===== config.mk =====
export PLATFORM = sky130hd
export DESIGN_NAME = rxpp_top
export DESIGN_NICKNAME = d
export VERILOG_FILES = /design/src/rtl/rxpp_pkg.sv /design/src/rtl/rxpp_addr_filter.sv /design/src/rtl/rxpp_frame_track.sv /design/src/rtl/rxpp_regs.sv /design/src/rtl/rxpp_top.sv
export SDC_FILE = /design/constraint.sdc
export NUM_CORES = 1
export LEC_CHECK = 0
export ABC_AREA = 1
export BUFFER_PORTS_ARGS = -buffer_cell sky130_fd_sc_hd__buf_2
export CORE_MARGIN = 4
export CORE_UTILIZATION = 49
export CTS_CLUSTER_DIAMETER = 150
export CTS_CLUSTER_SIZE = 24
export DETAILED_ROUTE_END_ITERATION = 10
export HOLD_SLACK_MARGIN = 0.1
export PLACE_DENSITY = 0.87
export SYNTH_ARGS = -nofsm -noshare
export SYNTH_HDL_FRONTEND = slang
export SYNTH_SLANG_ARGS = --single-unit

===== constraint.sdc =====
create_clock -name clk -period 3.9 [get_ports clk]
set_clock_uncertainty 0.15 [all_clocks]
set_input_delay 0.78 -clock clk [delete_from_list [all_inputs] [get_ports clk]]
set_output_delay 0.78 -clock clk [all_outputs]
set_load 0.01 [all_outputs]

===== src/rtl/rxpp_pkg.sv =====
package rxpp_pkg;
  localparam int          REG_AW     = 13;
  localparam int          DATA_W     = 32;
  localparam logic [12:0] BUF_BASE   = 13'h1000;
  localparam logic [12:0] BUF_STRIDE = 13'h0800;
  localparam logic [12:0] CTRL_OFS   = 13'h07FC;
  localparam logic [12:0] GLOBAL_ADR = 13'h07F8;
  localparam int          FULL_BIT   = 0;
  localparam int          IE_BIT     = 3;
  localparam int          GIE_BIT    = 31;
  localparam int          NUM_BUF    = 2;
  localparam int          ADDR_BYTES = 6;
endpackage


===== src/rtl/rxpp_addr_filter.sv =====
module rxpp_addr_filter
  import rxpp_pkg::*;
#(
  parameter int IDXW = 11
) (
  input  logic            clk,
  input  logic            rst_n,
  input  logic            byte_en,
  input  logic            first,
  input  logic [IDXW-1:0] idx,
  input  logic [7:0]      data,
  input  logic [47:0]     station_addr,
  output logic            pass_now
);
  logic        grp_q, grp_n;
  logic        match_q, match_n;
  logic [47:0] shifted;
  logic [7:0]  cmp_byte;
  logic        in_addr;

  always_comb begin
    shifted  = station_addr << {idx[2:0], 3'b000};
    cmp_byte = shifted[47:40];
    in_addr  = (idx < IDXW'(ADDR_BYTES));
    grp_n    = first ? data[7] : grp_q;
    match_n  = (first ? 1'b1 : match_q) & (in_addr ? (data == cmp_byte) : 1'b1);
    pass_now = grp_n | (match_n & (idx >= IDXW'(ADDR_BYTES - 1)));
  end

  always_ff @(posedge clk or negedge rst_n) begin
    if (!rst_n) begin
      grp_q   <= 1'b0;
      match_q <= 1'b0;
    end else if (byte_en) begin
      grp_q   <= grp_n;
      match_q <= match_n;
    end
  end
endmodule


===== src/rtl/rxpp_frame_track.sv =====
module rxpp_frame_track #(
  parameter int MAX_FRAME = 2020,
  parameter int IDXW      = 11
) (
  input  logic            clk,
  input  logic            rst_n,
  input  logic            rx_valid,
  input  logic            rx_last,
  input  logic            full_now,
  output logic            first,
  output logic [IDXW-1:0] idx,
  output logic            drop_now,
  output logic            ovf_now,
  output logic            wr_en
);
  localparam logic [IDXW-1:0] LIMIT = IDXW'(MAX_FRAME - 1);

  logic            mid_q, mid_n;
  logic [IDXW-1:0] idx_q, idx_n;
  logic            drop_q, drop_n;
  logic            ovf_q, ovf_n;

  always_comb begin
    first    = !mid_q;
    idx      = mid_q ? idx_q : '0;
    drop_now = first ? full_now : drop_q;
    ovf_now  = (first ? 1'b0 : ovf_q) | (idx >= LIMIT);
    wr_en    = rx_valid & !drop_now & !ovf_now;

    mid_n  = mid_q;
    idx_n  = idx_q;
    drop_n = drop_q;
    ovf_n  = ovf_q;
    if (rx_valid) begin
      mid_n  = !rx_last;
      idx_n  = rx_last ? '0 : ((idx >= LIMIT) ? LIMIT : idx + 1'b1);
      drop_n = drop_now;
      ovf_n  = ovf_now;
    end
  end

  always_ff @(posedge clk or negedge rst_n) begin
    if (!rst_n) begin
      mid_q  <= 1'b0;
      idx_q  <= '0;
      drop_q <= 1'b0;
      ovf_q  <= 1'b0;
    end else begin
      mid_q  <= mid_n;
      idx_q  <= idx_n;
      drop_q <= drop_n;
      ovf_q  <= ovf_n;
    end
  end
endmodule


===== src/rtl/rxpp_regs.sv =====
module rxpp_regs
  import rxpp_pkg::*;
#(
  parameter int PINGPONG = 1
) (
  input  logic              clk,
  input  logic              rst_n,
  input  logic              reg_we,
  input  logic [REG_AW-1:0] reg_addr,
  input  logic [DATA_W-1:0] reg_wdata,
  output logic [DATA_W-1:0] reg_rdata,
  input  logic              accept,
  output logic              act,
  output logic              full_act,
  output logic              irq
);
  logic [DATA_W-1:0] ctrl_q [NUM_BUF];
  logic [DATA_W-1:0] ctrl_n [NUM_BUF];
  logic [NUM_BUF-1:0] hit;
  logic [DATA_W-1:0] gie_q, gie_n;
  logic               act_q, act_n;
  logic               irq_q, irq_n;

  for (genvar b = 0; b < NUM_BUF; b++) begin : g_buf
    localparam logic [REG_AW-1:0] CADR = BUF_BASE + REG_AW'(b) * BUF_STRIDE + CTRL_OFS;
    always_comb begin
      hit[b]    = (reg_addr == CADR);
      ctrl_n[b] = (reg_we && hit[b]) ? reg_wdata : ctrl_q[b];
      if (accept && (act_q == b[0]))
        ctrl_n[b][FULL_BIT] = 1'b1;
    end
    always_ff @(posedge clk or negedge rst_n) begin
      if (!rst_n) ctrl_q[b] <= '0;
      else        ctrl_q[b] <= ctrl_n[b];
    end
  end

  always_comb begin
    gie_n = (reg_we && reg_addr == GLOBAL_ADR) ? reg_wdata : gie_q;
    act_n = (accept && PINGPONG != 0) ? !act_q : act_q;
    irq_n = accept & ctrl_q[act_q][IE_BIT] & gie_q[GIE_BIT];
    if (hit[0])                        reg_rdata = ctrl_q[0];
    else if (hit[1])                   reg_rdata = ctrl_q[1];
    else if (reg_addr == GLOBAL_ADR)   reg_rdata = gie_q;
    else                               reg_rdata = '0;
  end

  always_ff @(posedge clk or negedge rst_n) begin
    if (!rst_n) begin
      gie_q <= '0;
      act_q <= 1'b0;
      irq_q <= 1'b0;
    end else begin
      gie_q <= gie_n;
      act_q <= act_n;
      irq_q <= irq_n;
    end
  end

  assign act      = act_q;
  assign full_act = ctrl_q[act_q][FULL_BIT];
  assign irq      = irq_q;

  // an interrupt only follows a frame that marked the previous buffer full
  a_r5_irq_marks_full: assert property (@(posedge clk) disable iff (!rst_n)
    irq |-> ctrl_q[$past(act_q)][FULL_BIT]);

  if (PINGPONG != 0) begin : g_pp
    // each kept frame moves reception to the other buffer
    a_r6_toggle: assert property (@(posedge clk) disable iff (!rst_n)
      accept |=> (act_q != $past(act_q)));
  end else begin : g_fixed
    // fixed mode never leaves buffer 0
    a_r6_fixed: assert property (@(posedge clk) disable iff (!rst_n)
      accept |=> !act_q);
  end
endmodule


===== src/rtl/rxpp_top.sv =====
module rxpp_top
  import rxpp_pkg::*;
#(
  parameter int MAX_FRAME = 2020,
  parameter int PINGPONG  = 1
) (
  input  logic        clk,
  input  logic        rst_n,
  input  logic        rx_valid,
  input  logic [7:0]  rx_data,
  input  logic        rx_last,
  input  logic [47:0] station_addr,
  input  logic        reg_we,
  input  logic [12:0] reg_addr,
  input  logic [31:0] reg_wdata,
  output logic [31:0] reg_rdata,
  output logic        buf_we,
  output logic [12:0] buf_addr,
  output logic [7:0]  buf_wdata,
  output logic        rx_ready,
  output logic        irq
);
  localparam int IDXW = $clog2(MAX_FRAME + 1);

  logic            rst_s1_n, rst_s2_n;
  logic            trk_first, trk_drop, trk_ovf, trk_wr;
  logic [IDXW-1:0] trk_idx;
  logic            flt_pass;
  logic            accept;
  logic            act, full_act;

  always_ff @(posedge clk or negedge rst_n) begin
    if (!rst_n) begin
      rst_s1_n <= 1'b0;
      rst_s2_n <= 1'b0;
    end else begin
      rst_s1_n <= 1'b1;
      rst_s2_n <= rst_s1_n;
    end
  end

  rxpp_frame_track #(.MAX_FRAME(MAX_FRAME), .IDXW(IDXW)) u_track (
    .clk      (clk),
    .rst_n    (rst_s2_n),
    .rx_valid (rx_valid),
    .rx_last  (rx_last),
    .full_now (full_act),
    .first    (trk_first),
    .idx      (trk_idx),
    .drop_now (trk_drop),
    .ovf_now  (trk_ovf),
    .wr_en    (trk_wr)
  );

  rxpp_addr_filter #(.IDXW(IDXW)) u_filter (
    .clk          (clk),
    .rst_n        (rst_s2_n),
    .byte_en      (rx_valid & !trk_drop),
    .first        (trk_first),
    .idx          (trk_idx),
    .data         (rx_data),
    .station_addr (station_addr),
    .pass_now     (flt_pass)
  );

  assign accept = rx_valid & rx_last & !trk_drop & !trk_ovf & flt_pass;

  rxpp_regs #(.PINGPONG(PINGPONG)) u_regs (
    .clk       (clk),
    .rst_n     (rst_s2_n),
    .reg_we    (reg_we),
    .reg_addr  (reg_addr),
    .reg_wdata (reg_wdata),
    .reg_rdata (reg_rdata),
    .accept    (accept),
    .act       (act),
    .full_act  (full_act),
    .irq       (irq)
  );

  assign buf_we    = trk_wr;
  assign buf_addr  = BUF_BASE + (act ? BUF_STRIDE : 13'h0) + 13'(trk_idx);
  assign buf_wdata = rx_data;
  assign rx_ready  = !full_act;

  // a frame starting on a full buffer never reaches the write port
  a_r3_no_write_when_full: assert property (@(posedge clk) disable iff (!rst_s2_n)
    (rx_valid && trk_first && !rx_ready) |-> !buf_we);

  // writes stay below the length limit inside the buffer window
  a_r4_write_in_window: assert property (@(posedge clk) disable iff (!rst_s2_n)
    buf_we |-> ((buf_addr & 13'h07FF) < 13'(MAX_FRAME - 1)));

  // a kept frame with bit 7 clear has reached the sixth byte
  a_r2_unicast_long_enough: assert property (@(posedge clk) disable iff (!rst_s2_n)
    (accept && trk_first && !rx_data[7]) |-> 1'b0 == accept);
endmodule


* Word level (Yosys, flattened, before mapping)
Cells that the tools add are included.
Storage, ports and cells: register bits 116, input port bits 106, output and inout port bits 56, logic and storage cells 72
Operators by class: $add $sub $neg 3, magnitude comparators 4, eq/ne operators 4, shift-type cells 1, mux-type cells 19, bitwise logic cells 14, reductions and logical operators 12
Operators with widths (count):
- 32-bit 2-to-1 mux | 3
- 48-bit by 6-bit << shifter with 48-bit output | 1
- 11-bit 2-to-1 mux | 3
- 13-bit equality test (second input constant) | 2
- 13-bit by 11-bit adder with 13-bit output | 1
- 13-bit by 12-bit adder with 13-bit output (first input constant) | 1
- 13-bit by 11-bit equality test with 1-bit output (second input constant) | 1
- 12-bit 2-to-1 mux | 1
- 4-bit 2-to-1 mux | 3
- 11-bit by 1-bit adder with 11-bit output (second input constant) | 1
- 11-bit >= comparator (second input constant) | 1
- 11-bit by 3-bit >= comparator with 1-bit output (second input constant) | 1
- 11-bit by 3-bit < comparator with 1-bit output (second input constant) | 1
- 1-bit AND | 10
- 1-bit 2-to-1 mux | 9
- 8-bit equality test | 1
- 1-bit logical AND | 5
- 1-bit zero test | 5
- 2-bit nonzero test | 2
- 2-bit >= comparator (second input constant) | 1
- 1-bit inverter with 2-bit output | 1
- 1-bit OR | 2
- 1-bit inverter | 1

* Depth between registers and ports, before layout
Gate-level depths: netlist of run 1.
depth in word-level cells 11, gate-level depth with buffers 19, mapped depth without buffers 17

* Cells and area by module
A second synthesis of run 1 with hierarchy kept.
Second synthesis, totals: cell total of the unflattened synthesis 921, area total of the unflattened synthesis 6565.0 µm²
By module, submodules not included:
- rxpp_regs | instances 1, cells an instance 569, area an instance 4543.1 µm², seq. area each 2452.4 µm²
- rxpp_frame_track | instances 1, cells an instance 146, area an instance 1001.0 µm², seq. area each 350.3 µm²
- rxpp_addr_filter | instances 1, cells an instance 186, area an instance 859.6 µm², seq. area each 50.0 µm²
- rxpp_top | instances 1, cells an instance 20, area an instance 161.4 µm², seq. area each 50.0 µm²

* Least setup slack after synthesis of run 1
OpenSTA, ideal clock, no wires.
path type input to output, start in reg_addr[1], end out reg_rdata[0], arrival time 2108 ps, required time 2970 ps, slack 862 ps, stages 8, path buffers 2, cells stage by stage or2_0 > clkbuf_1 > nor3_1 > nand3_1 > inv_2 > buf_2 > a21oi_1 > a22oi_1
On the way: cells in the longest elaborated chain, start to end 4, elaborated cells on any way between the ends 6
RTL lines:
- start: declaration | line rxpp_top.sv:14 | input logic [12:0] reg_addr,
- 13-bit by 11-bit equality test with 1-bit output | line rxpp_regs.sv:44 | else if (reg_addr == GLOBAL_ADR) reg_rdata = gie_q;
- 32-bit 2-to-1 mux | line rxpp_regs.sv:44
- 32-bit 2-to-1 mux | line rxpp_regs.sv:43 | else if (hit[1]) reg_rdata = ctrl_q[1];
- 32-bit 2-to-1 mux * | line rxpp_regs.sv:42 | if (hit[0]) reg_rdata = ctrl_q[0];
- end: declaration | line rxpp_top.sv:16 | output logic [31:0] reg_rdata,
Every way passes the cells marked *; elsewhere a longest branch is shown, timed or not.

* Final worst setup path of run 1
start in reg_addr[1], end out reg_rdata[30]
Same word-level chain as after synthesis.

==> flow_summary.rst, run 1 <==
.. list-table::
   :header-rows: 1

   * - Metric
     - Value
   * - Run status
     - complete, no violations
   * - Data arrival at the endpoint of the critical path
     - 2.55 ns
   * - Number of clock buffers inserted by TritonCTS
     - 17
   * - Sum of negative setup slack
     - 0 ns
   * - Required time of the critical path
     - 2.97 ns
   * - Crit. End Element
     - primary output
   * - Biggest area consumer among synthesized cells
     - sky130_fd_sc_hd__dfrtp_1
   * - Highest attainable clock frequency
     - 0.288 GHz
   * - CTS Root Cell
     - sky130_fd_sc_hd__clkbuf_16
   * - Clock transition at path regs
     - 0.05 ns
   * - Starting Density
     - 50.3%
   * - Remaining global-route overflow
     - 0
   * - Portion of the clock cycle consumed by the worst path in the final layout
     - 89.2%
   * - Max-slew violation count
     - 0
   * - Number of different library cells in the post-synthesis netlist
     - 31
   * - Vias per cell
     - 5.33
   * - Setup repair after global routing missed its margin
     - false
   * - Mux cell area share after synthesis
     - 0%
   * - Post-synthesis register bit count
     - 116
   * - Largest driver fanout on the critical path
     - 18
   * - Post-Syn Area per Cell
     - 7.43 sq um
   * - Number of cells on the worst reg-to-reg path
     - 18
   * - Simple-Gate Fraction of Synth Area
     - 27.8%
   * - Area share of fa/ha/maj cells after synthesis
     - 0.393%
   * - Transition time of the tightest slew-check pin
     - 1.02 ns
   * - Cell count after synthesis
     - 858
   * - Hold Slack
     - 0.200 ns
   * - Clock period minus worst slack
     - 3.48 ns
   * - GRT Total Usage
     - 23.4%
   * - Xor/xnor cell area share of the yosys netlist
     - 0%
   * - List of most frequent post-synthesis cells
     - sky130_fd_sc_hd__nand2_1, sky130_fd_sc_hd__dfrtp_1, sky130_fd_sc_hd__inv_1, sky130_fd_sc_hd__o21ai_0, sky130_fd_sc_hd__nand3_1
   * - Fill cells
     - 1,102
   * - Global-route wire length before repair
     - 27,700 microns
   * - Number of antenna violations at the first check in global routing
     - 2
   * - Vias after detailed routing
     - 6,303
   * - Clock tree buffer depth
     - 2
   * - Maximum level of the CTS H-tree
     - 4
   * - Cell-by-cell trace of the critical path
     - buf_2, or2_0, nor4_1, nand3_1, clkinv_1, nand2_1, nand3_1, buf_2
   * - Final hold violations
     - 0
   * - Layout cells sized above 1
     - 22.7%
   * - Final Net Count
     - 1,105
   * - Largest voltage drop on the vdd net
     - 0.281 mV
   * - Inserted Diodes
     - 0
   * - Count leader, synth
     - sky130_fd_sc_hd__nand2_1
   * - Clock tree from TritonCTS
     - yes
   * - Total routed wirelength
     - 17,300 microns
   * - RR Startpoint
     - u_track.mid_q$_DFFE_PN0P_
   * - Netlist Area Pre-Place
     - 6370 sq um
   * - Largest stage delay on the critical path
     - 0.53 ns
   * - Total of warnings raised by yosys
     - 0
   * - Leading register cell type out of synthesis
     - sky130_fd_sc_hd__dfrtp_1
   * - Port buffer count
     - 160
   * - Leakage power summed over all cells
     - 0.00421 uW
   * - Reg2Reg Capture Point
     - u_regs.act$_DFFE_PN0P_
   * - Share of synthesized area occupied by flip-flops and latches
     - 45.6%
   * - CP Capture Point
     - reg_rdata[30]
   * - Placed wire-length estimate
     - 11,900 microns
   * - ANT nets after route
     - 0
   * - Die boundary height
     - 122 microns
   * - Post-CTS setup repair buffer count
     - 0
   * - Via count of the first global-routing pass
     - 5,795
   * - Crit Path Category
     - in2out
   * - Share of async-settable or async-resettable flops after synthesis
     - 100%
   * - Yosys top cell area share
     - 45.6%
   * - Core region area
     - 12,700 sq um
   * - Routability-driven placement congestion ratio
     - 0.910
   * - Slowest library cell on the worst path
     - sky130_fd_sc_hd__clkinv_1
   * - Number of placement rows
     - 41
   * - Total iterations of the first detailed-routing run
     - 6
   * - Die outline area
     - 14,900 sq um
   * - Cell area power density
     - 387 nW/um^2
   * - Wirelength per Cell
     - 14.6 microns
   * - Number of enable flip-flop cells after synthesis
     - 0
   * - Post-synthesis compound-gate area fraction
     - 14.7%
   * - Dominant combinational cell family by area after synthesis
     - simple AND/OR/NAND/NOR gates
   * - Insertion delay of the later-clocked pin in the worst-skew pair
     - 0.40 ns
   * - Final setup violation count
     - 0
   * - Worst min path class
     - reg2reg
   * - P&R area growth vs syn
     - 22.4%
   * - Startpoint Class
     - input port
   * - Iteration-0 DRC count of the detailed router
     - 372
   * - Worst max-slew margin expressed relative to the limit
     - 31.5%
   * - Register-to-register setup slack
     - 1.04 ns
   * - Top-level port count
     - 162
   * - DRC violation count after routing
     - 0
   * - Clock sink count
     - 116
   * - Die X-Extent
     - 122 microns
   * - CP Launch Point
     - reg_addr[1]
   * - Max-Cap Viols
     - 0
   * - Top cells by area, synth
     - sky130_fd_sc_hd__dfrtp_1, sky130_fd_sc_hd__nand2_1, sky130_fd_sc_hd__o21ai_0
   * - Maximum number of pins on one net before global-route repair
     - 65
==> layout by cell type, fill, tap and decap left out, drive strengths merged <==
master | netlist | layout
nand2 | 253 | 253
buf | 33 | 175
dfrtp | 116 | 116
o21ai | 113 | 113
inv | 108 | 112
nand3 | 96 | 96
a21oi | 24 | 24
nand4 | 22 | 22
nor2 | 22 | 22
clkbuf | 24 | 18
a22oi | 15 | 15
nor3 | 7 | 7
o211ai | 6 | 6
clkinvlp | 0 | 6
o22ai | 5 | 5
nor4 | 4 | 4
clkinv | 1 | 4
a22o | 2 | 2
ha | 2 | 2
conb | 1 | 2
or2 | 1 | 1
o21a | 1 | 1
nor3b | 1 | 1
a21o | 1 | 1
bufinv | 0 | 1
dlygate4sd3 | 0 | 1
==> routing by layer <==
metal  share of wire (%)  global-route usage, %  wire, microns
met5                0.12                      0             20
met4                 1.6                   7.98            274
met3                 8.2                   5.85           1420
met2                  49                   40.4           8510
met1                  41                   28.7           7060
==> where the power goes <==
group          switching (uW)  internal (uW)
Clock                     578            880
Combinational             184            114
Sequential               36.0           1230
==> how the worst min path moves through the flow <==
| stage | startpoint | end | slack [ns] | cells after the start |
|---|---|---|---|---|
| 6_report | rst_s1_n$_DFF_PN0_ | rst_s2_n$_DFF_PN0_ | 0.20 | 0 |
| 5_1_grt | rst_s1_n$_DFF_PN0_ | rst_s2_n$_DFF_PN0_ | 0.21 | 0 |
| 4_1_cts | rst_s1_n$_DFF_PN0_ | rst_s2_n$_DFF_PN0_ | 0.20 | 0 |
| 3_5_place_dp | rst_s1_n$_DFF_PN0_ | rst_s2_n$_DFF_PN0_ | 0.19 | 0 |
| 3_3_place_gp | rst_s1_n$_DFF_PN0_ | rst_s2_n$_DFF_PN0_ | 0.19 | 0 |
| 2_1_floorplan | rst_s1_n$_DFF_PN0_ | rst_s2_n$_DFF_PN0_ | 0.18 | 0 |
==> what timing repair did <==
| item | 4_1_cts | 5_1_grt |
|---|---|---|
| resized for setup | 0 | 0 |
| hold buffers | 1 | 0 |
| endpoints found under the hold margin | 2 | 0 |
==> worst max-delay path, delay by kind of cell <==
kind | cells | cell delay [ns]
buffers and inverters | 3 | 0.75
AND/OR/NAND/NOR | 5 | 1.01
==> per-stage QoR <==
step | total power [uW] | cell area (sq um) | worst slack (ns) | utilization [%] | cells
2_1_floorplan | 1470 | 6370 | 0.279 | - | 859
3_3_place_gp | 1580 | 7230 | 0.500 | 57.1 | 1149
3_5_place_dp | 1580 | 7230 | 0.415 | 57.1 | 1149
4_1_cts | 3030 | 7800 | 0.389 | 61.6 | 1182
5_1_grt | 3140 | 7800 | 0.209 | 61.6 | 1182
6_report | 3020 | 7800 | 0.423 | 61.6 | 1182
==> sequential cells by signal (all words and copies together) (netlist names) <==
signal and count:
rst_s1_n 1, u_track.drop_q 1, u_track.ovf_q 1, rst_s2_n 1
u_regs.ctrl_q 64, u_regs.irq 1, u_track.mid_q 1, u_filter.grp_q 1
u_regs.gie_q 32, u_filter.match_q 1, u_track.idx_q 11, u_regs.act 1
==> logic make-up after synthesis <==
kind of cell / count (synthesis)
adders and majority gates: 2
other: 1
DFF: 116
buffers and inverters: 166
AOI/OAI and AO/OA: 167
and+or+nand+nor: 406
==> cell type report <==
type                            instances  area [sq um]  share of cell area [%]
Multi-Input combinational cell        577          2780                    35.6
Clock inverter                         14           129                    1.65
Sequential cell                       116          2910                    37.3
Clock buffer                           18           429                    5.50
Timing Repair Buffer                  176           936                    12.0
Tap cell                              172           215                    2.76
Inverter                              109           409                    5.24
(Power assumes the default switching activity.)
==> run 2, diff against run 1 <==
- CORE_UTILIZATION: 49 -> 50
- CTS_BUF_LIST: default -> sky130_fd_sc_hd__clkbuf_8
- PLACE_DENSITY: 0.87 -> 0.88
==> run 2 against run 1 <==
Against the previous run: register-to-register slack got worse by 0.17 ns; highest routed layer is now met4; global-route usage rose by 1.4 points; worst hold slack improved by 0.0034 ns; critical endpoint is now reg_rdata[14]; sequential power barely moved; via count rose by 2.2%; final cell count fell by 0.42%; wire length rose by 2.8%; clock power fell by 16%; sequential share of layout area rose by 0.58 points; largest cell class unchanged.
==> flow_summary.rst, run 2 (synthesized netlist as in run 1, its figures left out) <==
.. list-table::
   :header-rows: 1

   * - Metric
     - Value
   * - Leading cell types in the layout, fill and taps excluded
     - sky130_fd_sc_hd__nand2_1, sky130_fd_sc_hd__buf_2, sky130_fd_sc_hd__dfrtp_1
   * - Startpoint Class
     - input port
   * - Largest voltage drop on the vdd net
     - 0.292 mV
   * - Iteration-0 DRC count of the detailed router
     - 483
   * - Wirelength per Cell
     - 15.1 microns
   * - Port buffer count
     - 160
   * - Cell area power density
     - 363 nW/um^2
   * - Maximum level of the CTS H-tree
     - 4
   * - Core region area
     - 12,300 sq um
   * - Total routed wirelength
     - 17,800 microns
   * - Inserted Diodes
     - 0
   * - Register ranked first by flip-flop count
     - u_regs.ctrl_q
   * - Placed wire-length estimate
     - 12,400 microns
   * - Number of clock buffers inserted by TritonCTS
     - 17
   * - Top-level port count
     - 162
   * - Run status
     - complete, no violations
   * - Largest stage delay on the critical path
     - 0.58 ns
   * - Count of placed standard cells including taps
     - 1,144
   * - Die X-Extent
     - 121 microns
   * - Layout cells sized above 1
     - 22.6%
   * - Max-Cap Viols
     - 0
   * - Final hold violations
     - 0
   * - Clock transition at path regs
     - 0.07 ns
   * - Clock tree from TritonCTS
     - yes
   * - Global-route wire length before repair
     - 29,200 microns
   * - P&R area growth vs syn
     - 20.6%
   * - Insertion delay of the later-clocked pin in the worst-skew pair
     - 0.44 ns
   * - Slowest library cell on the worst path
     - sky130_fd_sc_hd__clkinv_1
   * - Starting Density
     - 52.0%
   * - Maximum number of pins on one net before global-route repair
     - 68
   * - Post-cts gate resize count
     - 0
   * - Largest driver fanout on the critical path
     - 18
   * - DRC violation count after routing
     - 0
   * - Highest attainable clock frequency
     - 0.280 GHz
   * - Transition time of the tightest slew-check pin
     - 0.869 ns
   * - Number of cells on the worst reg-to-reg path
     - 17
   * - Max-slew violation count
     - 0
   * - Die boundary height
     - 121 microns
   * - Post-CTS setup repair buffer count
     - 0
   * - Die outline area
     - 14,600 sq um
   * - Worst min path class
     - reg2reg
   * - Total iterations of the first detailed-routing run
     - 5
   * - Number of placement rows
     - 40
   * - Final setup violation count
     - 0
   * - Cell-by-cell trace of the critical path
     - buf_2, or2_0, nor4_1, nand3_1, clkinv_1, nand2_1, nand3_1, buf_2
   * - ANT nets after route
     - 0
   * - Hold Slack
     - 0.203 ns
   * - Leakage power summed over all cells
     - 0.00417 uW
   * - Clock sink count
     - 116
   * - Required time of the critical path
     - 2.97 ns
   * - Final Net Count
     - 1,104
   * - Remaining global-route overflow
     - 0
   * - Post-route non-filler standard cell count
     - 1,177
   * - Sum of negative setup slack
     - 0 ns
   * - Crit. End Element
     - primary output
   * - Clock period minus worst slack
     - 3.57 ns
   * - Most common cell after layout, fill and taps aside
     - sky130_fd_sc_hd__nand2_1
   * - Largest registers
     - u_regs.ctrl_q (64), u_regs.gie_q (32), u_track.idx_q (11)
   * - GRT Total Usage
     - 24.8%
   * - Vias after detailed routing
     - 6,441
   * - Via count of the first global-routing pass
     - 6,295
   * - Worst max-slew margin expressed relative to the limit
     - 42.0%
   * - Data arrival at the endpoint of the critical path
     - 2.64 ns
   * - Worst Hold Depth
     - 0
   * - CTS Root Cell
     - sky130_fd_sc_hd__clkbuf_8
   * - Setup repair after global routing missed its margin
     - false
   * - Number of antenna violations at the first check in global routing
     - 0
   * - Crit Path Category
     - in2out
   * - Vias per cell
     - 5.47
   * - Portion of the clock cycle consumed by the worst path in the final layout
     - 91.5%
   * - Routability-driven placement congestion ratio
     - 0.853
   * - Clock tree buffer depth
     - 2
   * - Flip-flop count of the largest register, all copies and words added
     - 64
-- run 2: per-layer routing --
layer	wire length, microns	GRT usage, %	up-vias
li1	-	-	3066
met1	7070	31.3	2984
met2	8630	41.6	341
met3	1630	6.01	50
met4	438	9.07	0
met5	0	0	-
-- run 2: timing repair --
action                                 in CTS  in global routing
endpoints found under the hold margin       2                  0
setup endpoints to repair                   0                  0
hold buffers                                1                  0
-- run 2: final cells by class --
class / instances / area, sq um
clock buffer: 17 / 234
fill: 1052 / 4580
inverter: 109 / 409
sequential: 116 / 2910
timing repair buffer: 175 / 941
multi-input combinational: 577 / 2780
tap: 168 / 210
clock inverter: 15 / 204
-- run 2: through the flow --
| step | cell area, sq um | utilization, % | setup WS (ns) | power [uW] |
|---|---|---|---|---|
| floorplan | 6370 | - | 0.279 | 1470 |
| detailed placement | 7230 | 59.0 | 0.399 | 1580 |
| finish | 7680 | 62.6 | 0.331 | 2780 |
| global route | 7680 | 62.6 | 0.138 | 2900 |
| CTS | 7680 | 62.6 | 0.364 | 2800 |
| global placement | 7230 | 59.0 | 0.428 | 1580 |
-- run 2: final timing paths --
path	from	to	slack, ns
worst min-delay path	rst_s1_n$_DFF_PN0_	rst_s2_n$_DFF_PN0_	0.20
max in group asynchronous	rst_s2_n$_DFF_PN0_	u_regs.gie_q[28]$_DFFE_PN0P_	2.42
worst max-delay path	reg_addr[1]	reg_rdata[14]	0.33
min in group asynchronous	rst_s2_n$_DFF_PN0_	u_regs.ctrl_q[24]$_DFFE_PN0P_	0.28
worst min register to register	rst_s1_n$_DFF_PN0_	rst_s2_n$_DFF_PN0_	0.20
worst max register to register	u_track.mid_q$_DFFE_PN0P_	u_regs.irq$_DFF_PN0_	0.87
-- run 2: where the power goes --
group	internal (uW)	switching, uW	leakage [uW]	total, uW
logic	113	183	0.00236	296
registers	1230	40.7	0.00160	1270
clock network	702	520	0.000215	1220
total	2040	744	0.00417	2780
-- run 2: critical path, delay by kind of cell --
family,cells,cell delay (ns)
buf+inv,3,0.79
simple gates,5,1.06
==> run 3, diff against run 2 <==
- GPL_TIMING_DRIVEN: default -> 0
- SETUP_SLACK_MARGIN: default -> 0.5
==> run 3 against run 2 <==
Against the previous run: clock power shrank 7%; critical endpoint is now reg_rdata[1]; core utilization up 2.4 points; via count up 2.1%; cell area rose by 3.9%; count of clock-buffer cells in the layout grew 6; critical path type unchanged; power is 2.1% lower; combinational power grew 13%; global-route usage hardly changed.
==> flow_summary.rst, run 3 (synthesized netlist as in run 1, its figures left out) <==
.. list-table::
   :header-rows: 1

   * - Metric
     - Value
   * - Clock period minus worst slack
     - 3.35 ns
   * - Total iterations of the first detailed-routing run
     - 5
   * - Routed length on met1
     - 7360 microns
   * - Final setup violation count
     - 0
   * - Largest driver fanout on the critical path
     - 10
   * - Vias per cell
     - 5.36
   * - Die outline area
     - 14,600 sq um
   * - Largest registers
     - u_regs.ctrl_q (64), u_regs.gie_q (32), u_track.idx_q (11)
   * - Clock tree buffer depth
     - 2
   * - Footprint of the multi-input gates
     - 2810 sq um
   * - Startpoint Class
     - input port
   * - Port buffer count
     - 159
   * - Count of cell instances traversed by the critical path
     - 9
   * - Remaining global-route overflow
     - 0
   * - Routability-driven placement congestion ratio
     - 0.904
   * - Portion of the clock cycle consumed by the worst path in the final layout
     - 85.8%
   * - Cell area power density
     - 342 nW/um^2
   * - Crit Path Category
     - in2out
   * - Crit. End Element
     - primary output
   * - Area occupied by registers
     - 2910 sq um
   * - Detail Route met2 WL
     - 8830 microns
   * - Register ranked first by flip-flop count
     - u_regs.ctrl_q
   * - CTS Root Cell
     - sky130_fd_sc_hd__clkbuf_8
   * - Number of clock buffers inserted by TritonCTS
     - 17
   * - Clock tree from TritonCTS
     - yes
   * - Global-route wire length before repair
     - 28,900 microns
   * - Data arrival at the endpoint of the critical path
     - 2.42 ns
   * - Clock transition at path regs
     - 0.07 ns
   * - Clock sink count
     - 116
   * - Highest attainable clock frequency
     - 0.299 GHz
   * - Final Net Count
     - 1,153
   * - GRT Total Usage
     - 24.9%
   * - Amount of wire on met3 after detailed routing
     - 1820 microns
   * - Transition time of the tightest slew-check pin
     - 0.683 ns
   * - Largest stage delay on the critical path
     - 0.29 ns
   * - Crit-path most repeated cell
     - sky130_fd_sc_hd__buf_2
   * - CP bufs+invs
     - 5
   * - Leakage power summed over all cells
     - 0.00434 uW
   * - Highest routed layer
     - met4
   * - Inserted Diodes
     - 0
   * - Sum of negative setup slack
     - 0 ns
   * - Vias after detailed routing
     - 6,577
   * - Number of placement rows
     - 40
   * - Count of placed standard cells including taps
     - 1,187
   * - Final hold violations
     - 0
   * - Maximum level of the CTS H-tree
     - 4
   * - Run status
     - complete, no violations
   * - Required time of the critical path
     - 2.97 ns
   * - Number of cells on the worst reg-to-reg path
     - 12
   * - Fill cells
     - 1,076
   * - ANT nets after route
     - 0
   * - Via count of the first global-routing pass
     - 6,263
   * - Die boundary height
     - 121 microns
   * - Placed wire-length estimate
     - 13,300 microns
   * - Layout cells sized above 1
     - 24.9%
   * - Core region area
     - 12,300 sq um
   * - DRC violation count after routing
     - 0
   * - Category of cells accounting for the largest share of critical-path delay
     - buffers and inverters
   * - Starting Density
     - 52.0%
   * - Most common cell after layout, fill and taps aside
     - sky130_fd_sc_hd__nand2_1
   * - Maximum number of pins on one net before global-route repair
     - 64
   * - P&R area growth vs syn
     - 25.3%
   * - Wirelength per Cell
     - 15.1 microns
   * - Cell-by-cell trace of the critical path
     - buf_2, or2_0, buf_2, nor4_4, buf_4, clkbuf_4, nand2_1, nand3_1, buf_2
   * - Largest voltage drop on the vdd net
     - 0.355 mV
   * - Worst max-slew margin expressed relative to the limit
     - 54.4%
   * - Post-route non-filler standard cell count
     - 1,226
   * - Top-level port count
     - 162
   * - Max-slew violation count
     - 0
   * - Iteration-0 DRC count of the detailed router
     - 574
   * - Die X-Extent
     - 121 microns
   * - Worst min path class
     - reg2reg
   * - Flip-flop count of the largest register, all copies and words added
     - 64
   * - Total routed wirelength
     - 18,500 microns
   * - Worst Hold Depth
     - 0
   * - Insertion delay of the later-clocked pin in the worst-skew pair
     - 0.43 ns
   * - Setup repair after global routing missed its margin
     - false
   * - Leading cell types in the layout, fill and taps excluded
     - sky130_fd_sc_hd__nand2_1, sky130_fd_sc_hd__buf_2, sky130_fd_sc_hd__dfrtp_1
   * - Slowest library cell on the worst path
     - sky130_fd_sc_hd__nor4_4
   * - Number of antenna violations at the first check in global routing
     - 0
   * - Max-Cap Viols
     - 0
==> run 3: report_power, final <==
| group | leakage (uW) | switching, uW | internal, uW |
|---|---|---|---|
| Combinational | 0.00253 | 197 | 136 |
| Clock | 0.000217 | 472 | 664 |
| Sequential | 0.00160 | 30.9 | 1230 |
| Total | 0.00434 | 699 | 2030 |
==> run 3: stage by stage <==
stage          hold WS (ns)  power [uW]  util [%]  worst slack [ns]  instance area [sq um]
2_1_floorplan         0.181        1470         -             0.862                   6380
3_3_place_gp          0.190        1600      60.2             0.178                   7380
4_1_cts               0.210        2740      64.7             0.529                   7940
3_5_place_dp          0.189        1610      60.4             0.178                   7410
6_report              0.208        2730      65.1             0.553                   7980
5_1_grt               0.213        2840      65.1             0.496                   7980
==> run 3: area by class of cell <==
type / instances / area share [%]
clock inverter: 9 / 1.27
tap: 168 / 2.63
multi-input combinational: 577 / 35.2
clock buffer: 23 / 3.97
timing repair buffer: 167 / 11.0
buffer: 57 / 4.34
sequential: 116 / 36.4
inverter: 109 / 5.17
==> run 3: metal layers <==
| layer | GRT usage, % | up-vias |
|---|---|---|
| li1 | - | 3160 |
| met1 | 30.2 | 2999 |
| met2 | 41.8 | 371 |
| met3 | 6.39 | 47 |
| met4 | 11.0 | 0 |
| met5 | 0 | - |
==> run 3: worst paths after layout <==
kind,from,to,slack [ns]
worst min register to register,rst_s1_n$_DFF_PN0_,rst_s2_n$_DFF_PN0_,0.21
max in group asynchronous,rst_s2_n$_DFF_PN0_,u_regs.act$_DFFE_PN0P_,2.63
worst max-delay path,reg_addr[1],reg_rdata[1],0.55
worst max register to register,u_track.mid_q$_DFFE_PN0P_,u_regs.irq$_DFF_PN0_,1.53
min in group asynchronous,rst_s2_n$_DFF_PN0_,u_regs.ctrl_q[24]$_DFFE_PN0P_,0.24
worst min-delay path,rst_s1_n$_DFF_PN0_,rst_s2_n$_DFF_PN0_,0.21
==> run 3: repair_timing <==
action	CTS	global route
pin swaps	5	0
endpoints found under the hold margin	2	0
buffers inserted	5	1
setup endpoints to repair	32	23
gates resized for setup	20	9
cloned	0	0
hold buffers	1	0
